[src/rtl/flash_guard_pkg.sv]
package flash_guard_pkg;

  typedef enum logic [2:0] {
    RS_IDLE  = 3'd0,
    RS_LOW   = 3'd1,
    RS_HOLD  = 3'd2,
    RS_HELD  = 3'd3,
    RS_RECOV = 3'd4
  } rst_st_e;

  localparam int PIN_CE = 0;
  localparam int PIN_OE = 1;
  localparam int PIN_WE = 2;
  localparam int NPIN   = 3;

  // Reset value of the bus pins as seen after power-up: the write state,
  // so that a cycle already open at power-up can never be armed.
  localparam logic [NPIN-1:0] PIN_RST = 3'b010;

endpackage

[src/rtl/fe_sync.sv]
module fe_sync #(
  parameter int              W       = 1,
  parameter logic [W-1:0]    RST_VAL = '0
) (
  input  logic         clk,
  input  logic         rst_ni,
  input  logic [W-1:0] d_i,
  output logic [W-1:0] q_o
);

  logic [W-1:0] meta_q, sync_q;

  always_ff @(posedge clk or negedge rst_ni) begin
    if (!rst_ni) begin
      meta_q <= RST_VAL;
      sync_q <= RST_VAL;
    end else begin
      meta_q <= d_i;
      sync_q <= meta_q;
    end
  end

  assign q_o = sync_q;

endmodule

[src/rtl/fe_deglitch.sv]
module fe_deglitch #(
  parameter int   CYC     = 3,
  parameter logic RST_VAL = 1'b1
) (
  input  logic clk,
  input  logic rst_ni,
  input  logic s_i,
  output logic f_o
);

  localparam int CW = $clog2(CYC + 1);

  logic          f_q, f_d;
  logic [CW-1:0] c_q, c_d;

  always_comb begin
    f_d = f_q;
    c_d = '0;
    if (s_i != f_q) begin
      if (c_q == CW'(CYC - 1)) begin
        f_d = s_i;
      end else begin
        c_d = c_q + 1'b1;
      end
    end
  end

  always_ff @(posedge clk or negedge rst_ni) begin
    if (!rst_ni) begin
      f_q <= RST_VAL;
      c_q <= '0;
    end else begin
      f_q <= f_d;
      c_q <= c_d;
    end
  end

  assign f_o = f_q;


  filt_follows_input_chk: assert property (@(posedge clk) disable iff (!rst_ni)
    (f_q != $past(f_q)) |-> (f_q == $past(s_i)));

endmodule

[src/rtl/fe_rst_seq.sv]
module fe_rst_seq
  import flash_guard_pkg::*;
#(
  parameter int MIN_CYC = 8,
  parameter int RDY_CYC = 40,
  parameter int REC_CYC = 6
) (
  input  logic clk,
  input  logic rst_ni,
  input  logic pin_s_i,
  output logic accept_o,
  output logic rdy_o,
  output logic halt_o,
  output logic idle_o
);

  localparam int CMAX0 = (RDY_CYC > REC_CYC) ? RDY_CYC : REC_CYC;
  localparam int CMAX  = (CMAX0 > MIN_CYC) ? CMAX0 : MIN_CYC;
  localparam int CW    = $clog2(CMAX + 1);

  rst_st_e       st_q, st_d;
  logic [CW-1:0] c_q, c_d;

  always_comb begin
    st_d     = st_q;
    c_d      = c_q;
    accept_o = 1'b0;
    rdy_o    = 1'b0;
    unique case (st_q)
      RS_IDLE: begin
        if (!pin_s_i) begin
          st_d = RS_LOW;
          c_d  = CW'(1);
        end
      end
      RS_LOW: begin
        if (pin_s_i) begin
          st_d = RS_IDLE;
          c_d  = '0;
        end else if (c_q == CW'(MIN_CYC - 1)) begin
          st_d     = RS_HOLD;
          c_d      = CW'(MIN_CYC);
          accept_o = 1'b1;
        end else begin
          c_d = c_q + 1'b1;
        end
      end
      RS_HOLD: begin
        if (c_q == CW'(RDY_CYC - 1)) begin
          st_d  = RS_HELD;
          c_d   = '0;
          rdy_o = 1'b1;
        end else begin
          c_d = c_q + 1'b1;
        end
      end
      RS_HELD: begin
        if (pin_s_i) begin
          st_d = RS_RECOV;
          c_d  = '0;
        end
      end
      RS_RECOV: begin
        if (!pin_s_i) begin
          st_d = RS_LOW;
          c_d  = CW'(1);
        end else if (c_q == CW'(REC_CYC - 1)) begin
          st_d = RS_IDLE;
          c_d  = '0;
        end else begin
          c_d = c_q + 1'b1;
        end
      end
      default: begin
        st_d = RS_IDLE;
        c_d  = '0;
      end
    endcase
  end

  always_ff @(posedge clk or negedge rst_ni) begin
    if (!rst_ni) begin
      st_q <= RS_IDLE;
      c_q  <= '0;
    end else begin
      st_q <= st_d;
      c_q  <= c_d;
    end
  end

  assign halt_o = (st_q == RS_HOLD) || (st_q == RS_HELD);
  assign idle_o = (st_q == RS_IDLE);


  accept_halts_chk: assert property (@(posedge clk) disable iff (!rst_ni)
    accept_o |=> halt_o);


  halt_ends_in_recovery_chk: assert property (@(posedge clk) disable iff (!rst_ni)
    $fell(halt_o) |-> (st_q == RS_RECOV));

endmodule

[src/rtl/fe_wr_qual.sv]
module fe_wr_qual #(
  parameter int AW = 18,
  parameter int DW = 8
) (
  input  logic          clk,
  input  logic          rst_ni,
  input  logic          ce_f_i,
  input  logic          oe_f_i,
  input  logic          we_f_i,
  input  logic          write_ok_i,
  input  logic          abort_evt_i,
  input  logic [AW-1:0] addr_i,
  input  logic [DW-1:0] data_i,
  output logic          strobe_o,
  output logic [AW-1:0] addr_o,
  output logic [DW-1:0] data_o,
  output logic          aborted_o
);

  logic          cond;
  logic          cond_q;
  logic          armed_q, armed_d;
  logic          strobe_q, strobe_d;
  logic          abt_q, abt_d;
  logic [AW-1:0] addr_q;
  logic [DW-1:0] data_q;

  assign cond = !ce_f_i && !we_f_i && oe_f_i;

  always_comb begin
    armed_d  = armed_q;
    strobe_d = 1'b0;
    if (!write_ok_i) begin
      armed_d = 1'b0;
    end else if (cond && !cond_q) begin
      armed_d = 1'b1;
    end else if (armed_q && !cond) begin
      armed_d  = 1'b0;
      strobe_d = oe_f_i;
    end
    if (abort_evt_i) begin
      abt_d = 1'b1;
    end else if (strobe_d) begin
      abt_d = 1'b0;
    end else begin
      abt_d = abt_q;
    end
  end

  always_ff @(posedge clk or negedge rst_ni) begin
    if (!rst_ni) begin
      cond_q   <= 1'b1;
      armed_q  <= 1'b0;
      strobe_q <= 1'b0;
      abt_q    <= 1'b0;
    end else begin
      cond_q   <= cond;
      armed_q  <= armed_d;
      strobe_q <= strobe_d;
      abt_q    <= abt_d;
    end
  end

  always_ff @(posedge clk or negedge rst_ni) begin
    if (!rst_ni) begin
      addr_q <= '0;
      data_q <= '0;
    end else if (strobe_d) begin
      addr_q <= addr_i;
      data_q <= data_i;
    end
  end

  assign strobe_o  = strobe_q;
  assign addr_o    = addr_q;
  assign data_o    = data_q;
  assign aborted_o = abt_q;


  strobe_single_chk: assert property (@(posedge clk) disable iff (!rst_ni)
    strobe_q |=> !strobe_q);


  no_strobe_when_blocked_chk: assert property (@(posedge clk) disable iff (!rst_ni)
    !write_ok_i |=> !strobe_q);


  abort_sets_flag_chk: assert property (@(posedge clk) disable iff (!rst_ni)
    abort_evt_i |=> abt_q);

endmodule

[src/rtl/flash_bus_guard.sv]
module flash_bus_guard
  import flash_guard_pkg::*;
#(
  parameter int AW          = 18,
  parameter int DW          = 8,
  parameter int GLITCH_CYC  = 3,
  parameter int RST_MIN_CYC = 8,
  parameter int RST_RDY_CYC = 40,
  parameter int RST_REC_CYC = 6
) (
  input  logic          clk,
  input  logic          rst_n,
  input  logic          ce_n,
  input  logic          oe_n,
  input  logic          we_n,
  input  logic          hwrst_n,
  input  logic          vdd_ok,
  input  logic          busy,
  input  logic [AW-1:0] addr,
  input  logic [DW-1:0] wdata,
  output logic          wr_strobe,
  output logic [AW-1:0] wr_addr,
  output logic [DW-1:0] wr_data,
  output logic          to_read,
  output logic          cmd_halt,
  output logic          standby,
  output logic          dout_en,
  output logic          op_aborted
);

  localparam int               NSYNC    = NPIN + 2;
  localparam logic [NSYNC-1:0] SYNC_RST = {1'b0, 1'b1, PIN_RST};

  // Power-on reset: asserted asynchronously, released on the clock
  logic rs1_q, rs2_q, rst_ni;
  always_ff @(posedge clk or negedge rst_n) begin
    if (!rst_n) begin
      rs1_q <= 1'b0;
      rs2_q <= 1'b0;
    end else begin
      rs1_q <= 1'b1;
      rs2_q <= rs1_q;
    end
  end
  assign rst_ni = rs2_q;

  logic [NSYNC-1:0] raw, synced;
  logic [NPIN-1:0]  pin_f;
  logic             vdd_s, rst_s;

  assign raw   = {vdd_ok, hwrst_n, we_n, oe_n, ce_n};
  assign vdd_s = synced[NPIN+1];
  assign rst_s = synced[NPIN];

  fe_sync #(.W(NSYNC), .RST_VAL(SYNC_RST)) u_sync (
    .clk(clk), .rst_ni(rst_ni), .d_i(raw), .q_o(synced)
  );

  for (genvar i = 0; i < NPIN; i++) begin : g_flt
    fe_deglitch #(.CYC(GLITCH_CYC), .RST_VAL(PIN_RST[i])) u_flt (
      .clk(clk), .rst_ni(rst_ni), .s_i(synced[i]), .f_o(pin_f[i])
    );
  end

  logic rs_accept, rs_rdy, rs_halt, rs_idle;

  fe_rst_seq #(
    .MIN_CYC(RST_MIN_CYC), .RDY_CYC(RST_RDY_CYC), .REC_CYC(RST_REC_CYC)
  ) u_rst (
    .clk(clk), .rst_ni(rst_ni), .pin_s_i(rst_s),
    .accept_o(rs_accept), .rdy_o(rs_rdy), .halt_o(rs_halt), .idle_o(rs_idle)
  );

  logic vdd_q, pu_q, to_read_q;
  logic vdd_fall, write_ok, abort_evt;

  assign vdd_fall  = vdd_q && !vdd_s;
  assign write_ok  = vdd_s && rs_idle;
  assign abort_evt = busy && (rs_accept || vdd_fall);

  always_ff @(posedge clk or negedge rst_ni) begin
    if (!rst_ni) begin
      vdd_q     <= 1'b0;
      pu_q      <= 1'b1;
      to_read_q <= 1'b0;
    end else begin
      vdd_q     <= vdd_s;
      pu_q      <= 1'b0;
      to_read_q <= pu_q || vdd_fall || rs_rdy;
    end
  end

  fe_wr_qual #(.AW(AW), .DW(DW)) u_wq (
    .clk(clk), .rst_ni(rst_ni),
    .ce_f_i(pin_f[PIN_CE]), .oe_f_i(pin_f[PIN_OE]), .we_f_i(pin_f[PIN_WE]),
    .write_ok_i(write_ok), .abort_evt_i(abort_evt),
    .addr_i(addr), .data_i(wdata),
    .strobe_o(wr_strobe), .addr_o(wr_addr), .data_o(wr_data),
    .aborted_o(op_aborted)
  );

  assign to_read  = to_read_q;
  assign cmd_halt = rs_halt || !vdd_s;
  assign standby  = !rst_s;
  assign dout_en  = rs_idle && rst_s && !pin_f[PIN_CE] && !pin_f[PIN_OE];


  lockout_requests_read_chk: assert property (@(posedge clk) disable iff (!rst_ni)
    vdd_fall |=> to_read_q);

endmodule

[config.mk]
export PLATFORM = sky130hd
export DESIGN_NAME = flash_bus_guard
export DESIGN_NICKNAME = d
export VERILOG_FILES = /design/src/rtl/flash_guard_pkg.sv /design/src/rtl/fe_sync.sv /design/src/rtl/fe_deglitch.sv /design/src/rtl/fe_rst_seq.sv /design/src/rtl/fe_wr_qual.sv /design/src/rtl/flash_bus_guard.sv
export SDC_FILE = /design/constraint.sdc
export NUM_CORES = 1
export LEC_CHECK = 0
export ABC_AREA = 0
export BUFFER_PORTS_ARGS = -buffer_cell sky130_fd_sc_hd__buf_4
export CORE_MARGIN = 10
export CORE_UTILIZATION = 37
export CTS_CLUSTER_SIZE = 16
export DETAILED_ROUTE_END_ITERATION = 10
export PLACE_DENSITY_LB_ADDON = 0.12
export SLEW_MARGIN = 20
export SYNTH_ARGS = -nofsm -noshare
export SYNTH_HDL_FRONTEND = slang
export SYNTH_HIERARCHICAL = 1
export SYNTH_SLANG_ARGS = --single-unit
[constraint.sdc]
create_clock -name clk -period 3.25 [get_ports clk]
set_input_delay 0.65 -clock clk [delete_from_list [all_inputs] [get_ports clk]]
set_output_delay 0.65 -clock clk [all_outputs]
set_load 0.005 [all_outputs]
Yosys cells after proc, flatten, opt, wreduce, memory -nomap -nowiden:

Index checks and enable logic that the tools add are counted.

* register bits after elaboration: 63
* input port bits: 34
* logic and storage cells: 108

* add/sub/neg operators: 4
* equal/unequal tests: 19
* muxes and demuxes: 35
* reduce and logical (&&, ||, !) cells: 29

Operators by type and width (count)
* 6-bit 2-to-1 mux: 7
* 6-bit one-hot mux with 5 select lines: 1
* 3-bit 2-to-1 mux: 7
* 3-bit one-hot mux with 5 select lines: 1
* 1-bit 2-to-1 mux: 13
* 6-bit by 3-bit equality test with 1-bit output, second input constant: 2
* 2-bit 2-to-1 mux: 6
* 1-bit logical AND: 10
* 2-bit AND reduction: 4
* 1-bit logical NOT: 7
* 2-bit by 1-bit adder with 2-bit output, second input constant: 3
* 6-bit by 1-bit adder with 6-bit output, second input constant: 1
* 2-bit equality test, second input constant: 3
* 3-bit by 2-bit equality test with 1-bit output, second input constant: 2
* 6-bit equality test, second input constant: 1
* 3-bit by 2-bit != test with 1-bit output, second input constant: 2
* 1-bit logical OR: 5
* 5-bit AND reduction: 1
* 2-bit != test, second input constant: 2
* 3-bit by 1-bit equality test with 1-bit output, second input constant: 1
* 3-bit equality test, second input constant: 1
* 3-bit logical NOT: 1
* 1-bit != test: 3
* 3-bit != test, second input constant: 1
* 2 further kinds: 2

Longest topological paths before layout:

Gate-level depths: netlist (run 1).

* word-level depth: 10
* depth in mapped cells: 6
* mapped depth without buffers: 5

Modules after synthesis:

The synthesis (run 1) kept the hierarchy.

Modules (own cells, without submodules)
* fe_wr_qual: times used 1, cells each 65, area each 1197.4 µm², seq. area each 752.0 µm²
* fe_rst_seq: times used 1, cells each 79, area each 690.7 µm², seq. area each 225.2 µm²
* fe_sync: times used 1, cells each 10, area each 255.2 µm², seq. area each 255.2 µm²
* fe_deglitch (g_flt[0].u_flt ...): times used 2, cells each 8, area each 125.1 µm², seq. area each 75.1 µm²
* flash_bus_guard: times used 1, cells each 15, area each 178.9 µm², seq. area each 126.4 µm²
* fe_deglitch (g_flt[1].u_flt): times used 1, cells each 8, area each 126.4 µm², seq. area each 76.3 µm²

Least setup slack after synthesis (run 1):

OpenSTA, ideal clock, no wires.

* path type: register -> register
* start: register u_rst.st_q[2]
* end: register u_wq.addr_q[11], in the netlist u_wq/addr_o[11]
* setup time: 0.125 ns
* arrival time: 1.750 ns
* required time: 3.125 ns
* path slack: 1.375 ns
* stages on the path, launching flop included: 7
* path buffers: 2
* clock period less this slack: 1.875 ns
* cell sequence: dfrtp_1 -> clkbuf_1 -> nor3_1 -> and2_1 -> o2111ai_4 -> buf_6 -> mux2_4

* cells in the longest elaborated chain, start to end: 3

RTL lines
* from (decl): RTL line fe_rst_seq.sv:21 `rst_st_e st_q, st_d;`
* from (signal assigned): RTL line fe_rst_seq.sv:86 `st_q <= st_d;`
* 3-bit logical NOT: RTL line fe_rst_seq.sv:92 `assign idle_o = (st_q == RS_IDLE);`
* via rs_idle: RTL line flash_bus_guard.sv:65 `logic rs_accept, rs_rdy, rs_halt, rs_idle;`
* 1-bit logical AND: RTL line flash_bus_guard.sv:78 `assign write_ok = vdd_s && rs_idle;`
* via write_ok: RTL line flash_bus_guard.sv:75 `logic vdd_fall, write_ok, abort_evt;`
* 1-bit 2-to-1 mux: RTL line fe_wr_qual.sv:33 `if (!write_ok_i) begin`
* to (signal assigned): RTL line fe_wr_qual.sv:69 `addr_q <= addr_i;`
* to (decl): RTL line fe_wr_qual.sv:25 `logic [AW-1:0] addr_q;`

The timed path passes the listed nets, and every way through them passes these cells.
A chain may end at the register's enable or synchronous reset.

Final worst setup path (run 1):

* start: register u_rst.st_q[2]
* end: output dout_en

* cells in the longest elaborated chain, start to end: 4

RTL lines
* 3-bit logical NOT: RTL line fe_rst_seq.sv:92
* via rs_idle: RTL line flash_bus_guard.sv:65
* 1-bit logical AND (3 in series): RTL line flash_bus_guard.sv:105 `assign dout_en = rs_idle && rst_s && !pin_f[PIN_CE] && !pin_f[PIN_OE];`
* to (decl): RTL line flash_bus_guard.sv:27 `output logic dout_en,`

The timed path passes the listed nets, and every way through them passes these cells.

==> impl_metrics.xml, run 1 <==
<?xml version="1.0" encoding="UTF-8"?>
<metrics>
  <group name="status">
    <metric name="run_status" unit="">finished clean</metric>
  </group>
  <group name="cells_and_area">
    <metric name="most-common-layout-cells" unit="">66 x buf_4, 55 x dfrtp_1, 21 x mux2_4</metric>
    <metric name="drive_gt1_share" unit="%">47.8</metric>
    <metric name="sequential_cell_area" unit="sq um">1590</metric>
    <metric name="num-fill-cells" unit="">667</metric>
    <metric name="design.final.nets" unit="">301</metric>
    <metric name="area_growth_syn_to_layout" unit="%">29.4</metric>
    <metric name="layout_commonest_cell" unit="">buf_4</metric>
    <metric name="multi_input_comb_area" unit="sq um">1050</metric>
    <metric name="antenna-diode-count" unit="">0</metric>
  </group>
  <group name="power_and_ir_drop">
    <metric name="internal-power" unit="uW">1630</metric>
    <metric name="comb_power_share" unit="%">22.3</metric>
    <metric name="post-layout-total-power" unit="uW">2250</metric>
    <metric name="ir_drop" unit="uV">271</metric>
    <metric name="p_sw" unit="uW">617</metric>
    <metric name="cellLeakagePower" unit="uW">0.00164</metric>
    <metric name="netSwitchingFraction" unit="%">27.4</metric>
    <metric name="power.density" unit="nW/um^2">645</metric>
    <metric name="clock_power_share" unit="%">28.5</metric>
    <metric name="seq_power_share" unit="%">49.2</metric>
  </group>
  <group name="logic_synthesis">
    <metric name="synthCells" unit="">193</metric>
    <metric name="syn_nets" unit="">229</metric>
    <metric name="seq_area_frac_synth" unit="%">58.7</metric>
    <metric name="synth_top_area_cell" unit="">dfrtp_1</metric>
    <metric name="mappedNetlistArea" unit="sq um">2700</metric>
    <metric name="synth.lib_cells_used.distinct" unit="">48</metric>
    <metric name="synthesized_flop_and_latch_total" unit="">63</metric>
    <metric name="ys_warn_count" unit="">6</metric>
    <metric name="netlist.area_leader.share" unit="%">51.9</metric>
    <metric name="synth_top_cells_by_area" unit="">dfrtp_1 52%, mux2_4 12%, dfstp_2 6.8%</metric>
    <metric name="postSynthAreaPerCell" unit="sq um">14.0</metric>
  </group>
  <group name="sta">
    <metric name="worst_hold_slack" unit="ns">0.0930</metric>
    <metric name="grt_setup_unrepaired" unit="">no</metric>
    <metric name="postLayoutSetupSlackWorst" unit="ns">1.08</metric>
    <metric name="worst-slew-pin-transition" unit="ns">0.649</metric>
    <metric name="finalClockSkew" unit="ns">0.00524</metric>
    <metric name="clock.fmax" unit="GHz">0.460</metric>
    <metric name="hold_violations" unit="">0</metric>
    <metric name="timing.slew.headroom" unit="%">56.7</metric>
    <metric name="min_period_over_period" unit="%">66.9</metric>
    <metric name="timing.final.setup_violations" unit="">0</metric>
    <metric name="layout_min_cycle_time" unit="ns">2.17</metric>
    <metric name="drv_slew" unit="">0</metric>
    <metric name="setup-tns-final" unit="ns">0</metric>
  </group>
  <group name="setup_path">
    <metric name="critical_path.startpoint_type" unit="">flip-flop</metric>
    <metric name="worstPathCellList" unit="">nor3_1 &gt; nand2_1 &gt; nor3_1 &gt; buf_4</metric>
    <metric name="path_class" unit="">reg2out</metric>
    <metric name="cpLargestDelayFamily" unit="">flip-flops</metric>
    <metric name="critical_path.n_buffers_inverters" unit="">1</metric>
    <metric name="crit_top_cell" unit="">nor3_1</metric>
    <metric name="slowest_stage" unit="">dfrtp_1</metric>
    <metric name="crit_fanout" unit="">14</metric>
    <metric name="cp_data_required_time" unit="ns">2.60</metric>
    <metric name="worst_ep_arrival_time" unit="ns">1.52</metric>
    <metric name="peak_per_stage_delay_on_the_critical_path" unit="ns">0.53</metric>
    <metric name="setup.worst_path.end_class" unit="">primary output</metric>
  </group>
  <group name="run">
    <metric name="max_capacitance_violation_count" unit="">0</metric>
  </group>
  <group name="clocking">
    <metric name="clkSinkCount" unit="">63</metric>
    <metric name="hold_buffers" unit="">0</metric>
    <metric name="root_buffer" unit="">clkbuf_8</metric>
    <metric name="post_cts_resized" unit="">0</metric>
    <metric name="cts_tree" unit="">yes</metric>
    <metric name="cts_clk_pin_slew_worst_paths" unit="ns">0.07</metric>
    <metric name="post-cts-setup-buffers" unit="">0</metric>
    <metric name="htreeDepth" unit="">3</metric>
    <metric name="clk-insertion-delay-late" unit="ns">0.32</metric>
    <metric name="clk_path_buf_depth" unit="">2</metric>
    <metric name="cts_inserted_buffers" unit="">9</metric>
  </group>
  <group name="drt">
    <metric name="totalWireLength" unit="mm">5.39</metric>
    <metric name="vias" unit="">1684</metric>
    <metric name="drt_iter0_markers" unit="">57</metric>
    <metric name="via_per_inst" unit="">4.56</metric>
    <metric name="wl_per_cell" unit="um">14.6</metric>
    <metric name="detail-route-antenna-nets" unit="">0</metric>
    <metric name="drc" unit="">0</metric>
    <metric name="detail_route.first_pass.iterations" unit="">4</metric>
  </group>
  <group name="die">
    <metric name="die-area" unit="sq um">11100</metric>
    <metric name="io_pins" unit="">66</metric>
    <metric name="placeableCoreArea" unit="sq um">7180</metric>
    <metric name="die-height" unit="um">105</metric>
    <metric name="initial_utilization" unit="%">37.6</metric>
    <metric name="die_w" unit="um">105</metric>
    <metric name="row_count" unit="">31</metric>
  </group>
  <group name="global_route">
    <metric name="antenna_found_initial" unit="">0</metric>
    <metric name="grt-ovfl-total" unit="">0</metric>
    <metric name="globalRouteTotalUtil" unit="%">10.2</metric>
    <metric name="first_global_vias" unit="">1894</metric>
    <metric name="grt_pass1_wl" unit="mm">9.22</metric>
    <metric name="grt_max_degree" unit="">32</metric>
  </group>
  <group name="placement">
    <metric name="detailedPlace.worstSlack" unit="ns">0.958</metric>
    <metric name="dp_hpwl" unit="mm">3.93</metric>
    <metric name="place.port_buffers" unit="">65</metric>
    <metric name="routability_congestion" unit="">0.799</metric>
  </group>
  <group name="worst_hold_path">
    <metric name="timing.hold.worst.class" unit="">in2async</metric>
  </group>
</metrics>
-- routing by layer --
metal	global-route usage [%]	vias up	routed length, um
met5	0	-	0
met2	14.8	42	2390
met1	12.7	804	2530
met3	5.30	5	397
li1	-	833	-
met4	3.82	0	61
-- path summary, 6_finish.rpt --
path                                            startpoint  slack (ns)  cells after the start                               to
worst max-delay path             u_rst/st_q[2]$_DFFE_PN0P_        1.08                      4                          dout_en
worst max register to register   u_rst/st_q[2]$_DFFE_PN0P_        1.19                      5       u_wq/addr_o[2]$_DFFE_PN0P_
max in group asynchronous                  rs2_q$_DFF_PN0_        2.08                      1                   pu_q$_DFF_PN1_
min in group clk                u_sync/meta_q[0]$_DFF_PN0_        0.35                      0          u_sync/q_o[0]$_DFF_PN0_
worst min-delay path                                 rst_n        0.09                      1                  rs2_q$_DFF_PN0_
worst min register to register             rs2_q$_DFF_PN0_        0.30                      0  g_flt[1].u_flt/c_q[1]$_DFF_PN0_
-- cell families (layout without fill, tap and decap cells) --
family          after synthesis  after routing  share of synthesized area [%]
flops                        63             63                           58.7
simple gates                 53             53                           12.7
mux                          30             30                           15.4
compound gates               29             29                           8.67
buf+inv                      11             88                           2.32
xor+xnor                      3              3                          0.974
fa+ha+maj                     2              2                          0.927
other cells                   2              2                          0.278
-- state kept, by name, indices dropped and copies added (netlist names) --
name and flops:
g_flt.u_flt/c_q 6, g_flt.u_flt/f_o 3, pu_q 1, rs1_q 1, rs2_q 1, to_read 1
u_rst/c_q 6, u_rst/st_q 3, u_sync/meta_q 5, u_sync/q_o 5, u_wq/aborted_o 1, u_wq/addr_o 18
u_wq/armed_q 1, u_wq/cond_q 1, u_wq/data_o 8, u_wq/strobe_o 1, vdd_q 1
-- through the flow --
step	std cells	area, sq um	util, %
after CTS	368	3460	48.3
final	369	3490	48.7
after floorplan	193	2700	-
after global placement	352	3280	45.6
after detailed placement	352	3280	45.6
after global routing	369	3490	48.7
-- cells in the mapped netlist, drive strengths merged --
master / number
o2111a: 1
a31oi: 1
a32o: 1
clkbuf: 1
ha: 2
nor3b: 4
and2: 2
and3: 3
nand3: 1
a2111oi: 2
o2111ai: 1
xnor2: 3
or3: 2
nand2: 6
nand3b: 2
a21oi: 6
nand2b: 2
dfrtp: 56
conb: 2
nand4: 1
dfstp: 7
nor2: 9
a211oi: 4
nor2b: 7
inv: 5
o21ai: 5
mux2i: 1
a211o: 1
buf: 5
or3b: 1
and4bb: 1
nor3: 9
nor4: 1
a21o: 3
nor4b: 2
mux2: 29
o31ai: 1
a21boi: 1
a311oi: 1
o21a: 1
-- power groups by stage --
stage | clock [uW] | sequential (uW) | combinational, uW
CTS | 674 | 1110 | 512
floorplan | 0 | 1090 | 310
finish | 641 | 1110 | 502
global route | 711 | 1140 | 560
detailed placement | 0 | 1120 | 513
global placement | 0 | 1120 | 504
-- layout make-up --
cell class	instances	share of cell area [%]
sequential	63	45.4
multi-input combinational	119	30.1
timing repair buffer	67	15.0
clock buffer	10	3.65
tap	99	3.55
clock inverter	6	1.76
inverter	5	0.537
(Power assumes the default switching activity.)
==> run 2: changes to the inputs <==
- ABC_AREA: 0 -> 1
- clock period: 3.25 -> 1.95 ns (I/O delays scaled with it)
==> run 2 against run 1 <==
Critical path depth rose by 2. Largest cell class unchanged. Sequential power increased by 72%. Combinational power rose to 2.9 times the previous value. Clock skew grew 0.0062 ns. Global-route usage up 1.4 points. Synthesized area up 5.7%. Synthesized cell count increased by 72%. Worst setup slack lost 0.96 ns. Highest routed layer unchanged.
==> impl_metrics.xml, run 2 <==
<?xml version="1.0" encoding="UTF-8"?>
<metrics>
  <group name="setup_path">
    <metric name="setup.worst_path.end_class" unit="">primary output</metric>
    <metric name="critical_path.n_buffers_inverters" unit="">2</metric>
    <metric name="slowest_stage" unit="">dfrtp_2</metric>
    <metric name="crit_fanout" unit="">5</metric>
    <metric name="cpLargestDelayFamily" unit="">flip-flops</metric>
    <metric name="worst_ep_arrival_time" unit="ns">1.44</metric>
    <metric name="worst_setup_path_end" unit="">dout_en</metric>
    <metric name="r2r_start" unit="">u_rst/st_q[0]$_DFFE_PN0P_</metric>
    <metric name="critical_path.startpoint" unit="">u_rst/st_q[0]$_DFFE_PN0P_</metric>
    <metric name="timing.critical_path.depth" unit="">6</metric>
    <metric name="peak_per_stage_delay_on_the_critical_path" unit="ns">0.46</metric>
    <metric name="cp_data_required_time" unit="ns">1.56</metric>
    <metric name="r2r_setup_slack" unit="ns">0.31</metric>
    <metric name="path_class" unit="">reg2out</metric>
    <metric name="worstPathCellList" unit="">inv_2 &gt; nand2_2 &gt; nor2_4 &gt; nand2_1 &gt; nor3_2 &gt; buf_4</metric>
    <metric name="r2r.worst_path.cells" unit="">10</metric>
    <metric name="critical_path.startpoint_type" unit="">flip-flop</metric>
    <metric name="crit-reg2reg-capture" unit="">u_wq/data_o[5]$_DFFE_PN0P_</metric>
  </group>
  <group name="global_route">
    <metric name="antenna_found_initial" unit="">0</metric>
    <metric name="grt_pass1_wl" unit="mm">10.7</metric>
    <metric name="first_global_vias" unit="">2188</metric>
    <metric name="grt-ovfl-total" unit="">0</metric>
    <metric name="grt_max_degree" unit="">53</metric>
    <metric name="globalRouteTotalUtil" unit="%">11.6</metric>
  </group>
  <group name="die">
    <metric name="die-area" unit="sq um">11600</metric>
    <metric name="placeableCoreArea" unit="sq um">7370</metric>
    <metric name="initial_utilization" unit="%">38.7</metric>
    <metric name="io_pins" unit="">66</metric>
    <metric name="die-height" unit="um">108</metric>
    <metric name="row_count" unit="">31</metric>
    <metric name="die_w" unit="um">108</metric>
  </group>
  <group name="cells_and_area">
    <metric name="sequential_cell_area" unit="sq um">1590</metric>
    <metric name="layout_commonest_cell" unit="">nand2_1</metric>
    <metric name="area_growth_syn_to_layout" unit="%">27.5</metric>
    <metric name="multi_input_comb_area" unit="sq um">1050</metric>
    <metric name="layout.cells.non_filler" unit="">508</metric>
    <metric name="antenna-diode-count" unit="">0</metric>
    <metric name="drive_gt1_share" unit="%">28.4</metric>
    <metric name="largest_register_ffs" unit="">18</metric>
    <metric name="most-common-layout-cells" unit="">116 x nand2_1, 70 x buf_4, 54 x dfrtp_1</metric>
    <metric name="design.final.nets" unit="">440</metric>
    <metric name="num-fill-cells" unit="">759</metric>
  </group>
  <group name="sta">
    <metric name="min_period_over_period" unit="%">93.9</metric>
    <metric name="postLayoutSetupSlackWorst" unit="ns">0.119</metric>
    <metric name="setup-tns-final" unit="ns">0</metric>
    <metric name="grt_setup_unrepaired" unit="">no</metric>
    <metric name="layout_min_cycle_time" unit="ns">1.83</metric>
    <metric name="finalClockSkew" unit="ns">0.0115</metric>
    <metric name="timing.final.setup_violations" unit="">0</metric>
    <metric name="clock.fmax" unit="GHz">0.546</metric>
    <metric name="hold_violations" unit="">0</metric>
    <metric name="drv_slew" unit="">0</metric>
  </group>
  <group name="logic_synthesis">
    <metric name="mappedNetlistArea" unit="sq um">2850</metric>
    <metric name="main_combinational_cell_family_by_area_after_synthesis" unit="">simple AND/OR/NAND/NOR gates</metric>
    <metric name="synth_xor_xnor_area_share" unit="%">0.614</metric>
    <metric name="synthMuxAreaShare" unit="%">0</metric>
    <metric name="synth_top_cells_by_area" unit="">dfrtp_1 49%, nand2_1 15%, nand3_1 7.2%</metric>
    <metric name="synth.lib_cells_used.distinct" unit="">27</metric>
    <metric name="synthCells" unit="">331</metric>
    <metric name="synthAdderAreaFrac" unit="%">0.877</metric>
    <metric name="seq_area_frac_synth" unit="%">55.6</metric>
    <metric name="synthesized_flop_and_latch_total" unit="">63</metric>
    <metric name="ys_warn_count" unit="">6</metric>
    <metric name="syn_nets" unit="">367</metric>
    <metric name="synth_flop_cell" unit="">dfrtp_1</metric>
    <metric name="synth_compound_gate_area_share" unit="%">1.80</metric>
    <metric name="async_reset_ff_share" unit="%">100</metric>
    <metric name="netlist.area_leader.share" unit="%">49.1</metric>
    <metric name="synth-simple-area-share" unit="%">32.8</metric>
    <metric name="synth_top_area_cell" unit="">dfrtp_1</metric>
    <metric name="yosysMostFrequentCell" unit="">nand2_1</metric>
    <metric name="synth_edf_count" unit="">0</metric>
    <metric name="postSynthAreaPerCell" unit="sq um">8.62</metric>
    <metric name="synth_top_cells_by_count" unit="">116 x nand2_1, 56 x dfrtp_1, 41 x nand3_1</metric>
  </group>
  <group name="drt">
    <metric name="detail_route.first_pass.iterations" unit="">4</metric>
    <metric name="drt_iter0_markers" unit="">61</metric>
    <metric name="detail-route-antenna-nets" unit="">0</metric>
    <metric name="drc" unit="">0</metric>
    <metric name="via_per_inst" unit="">4.46</metric>
    <metric name="vias" unit="">2264</metric>
    <metric name="totalWireLength" unit="mm">6.43</metric>
    <metric name="wl_per_cell" unit="um">12.6</metric>
  </group>
  <group name="run">
    <metric name="max_capacitance_violation_count" unit="">0</metric>
  </group>
  <group name="clocking">
    <metric name="clk_path_buf_depth" unit="">2</metric>
    <metric name="root_buffer" unit="">clkbuf_8</metric>
    <metric name="cts_tree" unit="">yes</metric>
    <metric name="clkSinkCount" unit="">63</metric>
    <metric name="htreeDepth" unit="">3</metric>
    <metric name="clk-insertion-delay-late" unit="ns">0.35</metric>
    <metric name="cts_inserted_buffers" unit="">9</metric>
    <metric name="cts_clk_pin_slew_worst_paths" unit="ns">0.08</metric>
  </group>
  <group name="power_and_ir_drop">
    <metric name="ir_drop" unit="uV">602</metric>
    <metric name="power.density" unit="nW/um^2">1210</metric>
    <metric name="cellLeakagePower" unit="uW">0.00199</metric>
  </group>
  <group name="placement">
    <metric name="place_inst" unit="">489</metric>
    <metric name="place.port_buffers" unit="">65</metric>
    <metric name="routability_congestion" unit="">0.807</metric>
    <metric name="detailedPlace.worstSlack" unit="ns">0.209</metric>
    <metric name="dp_hpwl" unit="mm">4.71</metric>
  </group>
  <group name="status">
    <metric name="run_status" unit="">finished clean</metric>
  </group>
  <group name="worst_hold_path">
    <metric name="timing.hold.worst.class" unit="">reg2async</metric>
  </group>
</metrics>
## run 2: cell count changes in the layout (fill, tap and decap cells not counted), sizes merged, moves of 4 or more
cell / previous run / this run
nor2b: 7 / 0
buf: 67 / 71
clkinv: 4 / 0
nor3: 9 / 4
nand4: 1 / 8
nor3b: 4 / 0
a211oi: 4 / 0
nor2: 9 / 26
nand3: 1 / 42
nand2: 6 / 124
inv: 5 / 40
mux2: 29 / 0
## run 2: worst min-delay path by stage
stage / startpoint / to / slack, ns / cells past startpoint
4_1_cts: hwrst_n / u_sync/meta_q[3]$_DFF_PN1_ / 0.13 / 1
3_3_place_gp: rs2_q$_DFF_PN0_ / u_wq/strobe_o$_DFF_PN0_ / 0.14 / 0
2_1_floorplan: rst_n / rs1_q$_DFF_PN0_ / 0.09 / 0
3_5_place_dp: rs2_q$_DFF_PN0_ / u_wq/strobe_o$_DFF_PN0_ / 0.14 / 0
6_report: rs2_q$_DFF_PN0_ / u_wq/strobe_o$_DFF_PN0_ / 0.14 / 0
5_1_grt: hwrst_n / u_sync/meta_q[3]$_DFF_PN1_ / 0.13 / 1
## run 2: final cells by class
cell class              count  area share (%)
flip-flops and latches     63            43.7
multi-input cells         219            28.8
repair buffers             72            15.3
inverters                  39            4.02
clock buffers              12            3.99
well taps                  99            3.41
clock inverters             4           0.860
## run 2: logic make-up after synthesis
| logic type | count (synthesis) |
|---|---|
| compound gates | 8 |
| other cells | 2 |
| fa+ha+maj | 2 |
| flops | 63 |
| simple gates | 205 |
| xor+xnor | 2 |
| buf+inv | 49 |
## run 2: power by group
part | internal (uW) | switching (uW)
registers | 1660 | 249
logic | 651 | 820
clock network | 501 | 514
total | 2810 | 1580
## run 2: routing by layer
layer / wire length (um) / vias up / GRT usage (%)
li1: - / 1165 / -
met1: 2830 / 1044 / 14.0
met2: 3150 / 45 / 18.0
met3: 360 / 10 / 4.55
met4: 90 / 0 / 4.87
met5: 0 / - / 0
## run 2: what timing repair did
item	in CTS	in global routing
hold endpoints to repair	2	0
gates resized for setup	2	1
hold buffers	1	0
buffers inserted	0	2
endpoints found under the setup margin	1	1
## run 2: metrics by stage
stage / utilization (%) / power (uW) / area [sq um] / hold slack, ns
4_1_cts: 49.1 / 4450 / 3620 / 0.129
3_5_place_dp: 46.5 / 3390 / 3420 / 0.137
3_3_place_gp: 46.5 / 3370 / 3420 / 0.137
5_1_grt: 49.4 / 4780 / 3640 / 0.127
2_1_floorplan: - / 2820 / 2850 / 0.0944
6_report: 49.4 / 4390 / 3640 / 0.136
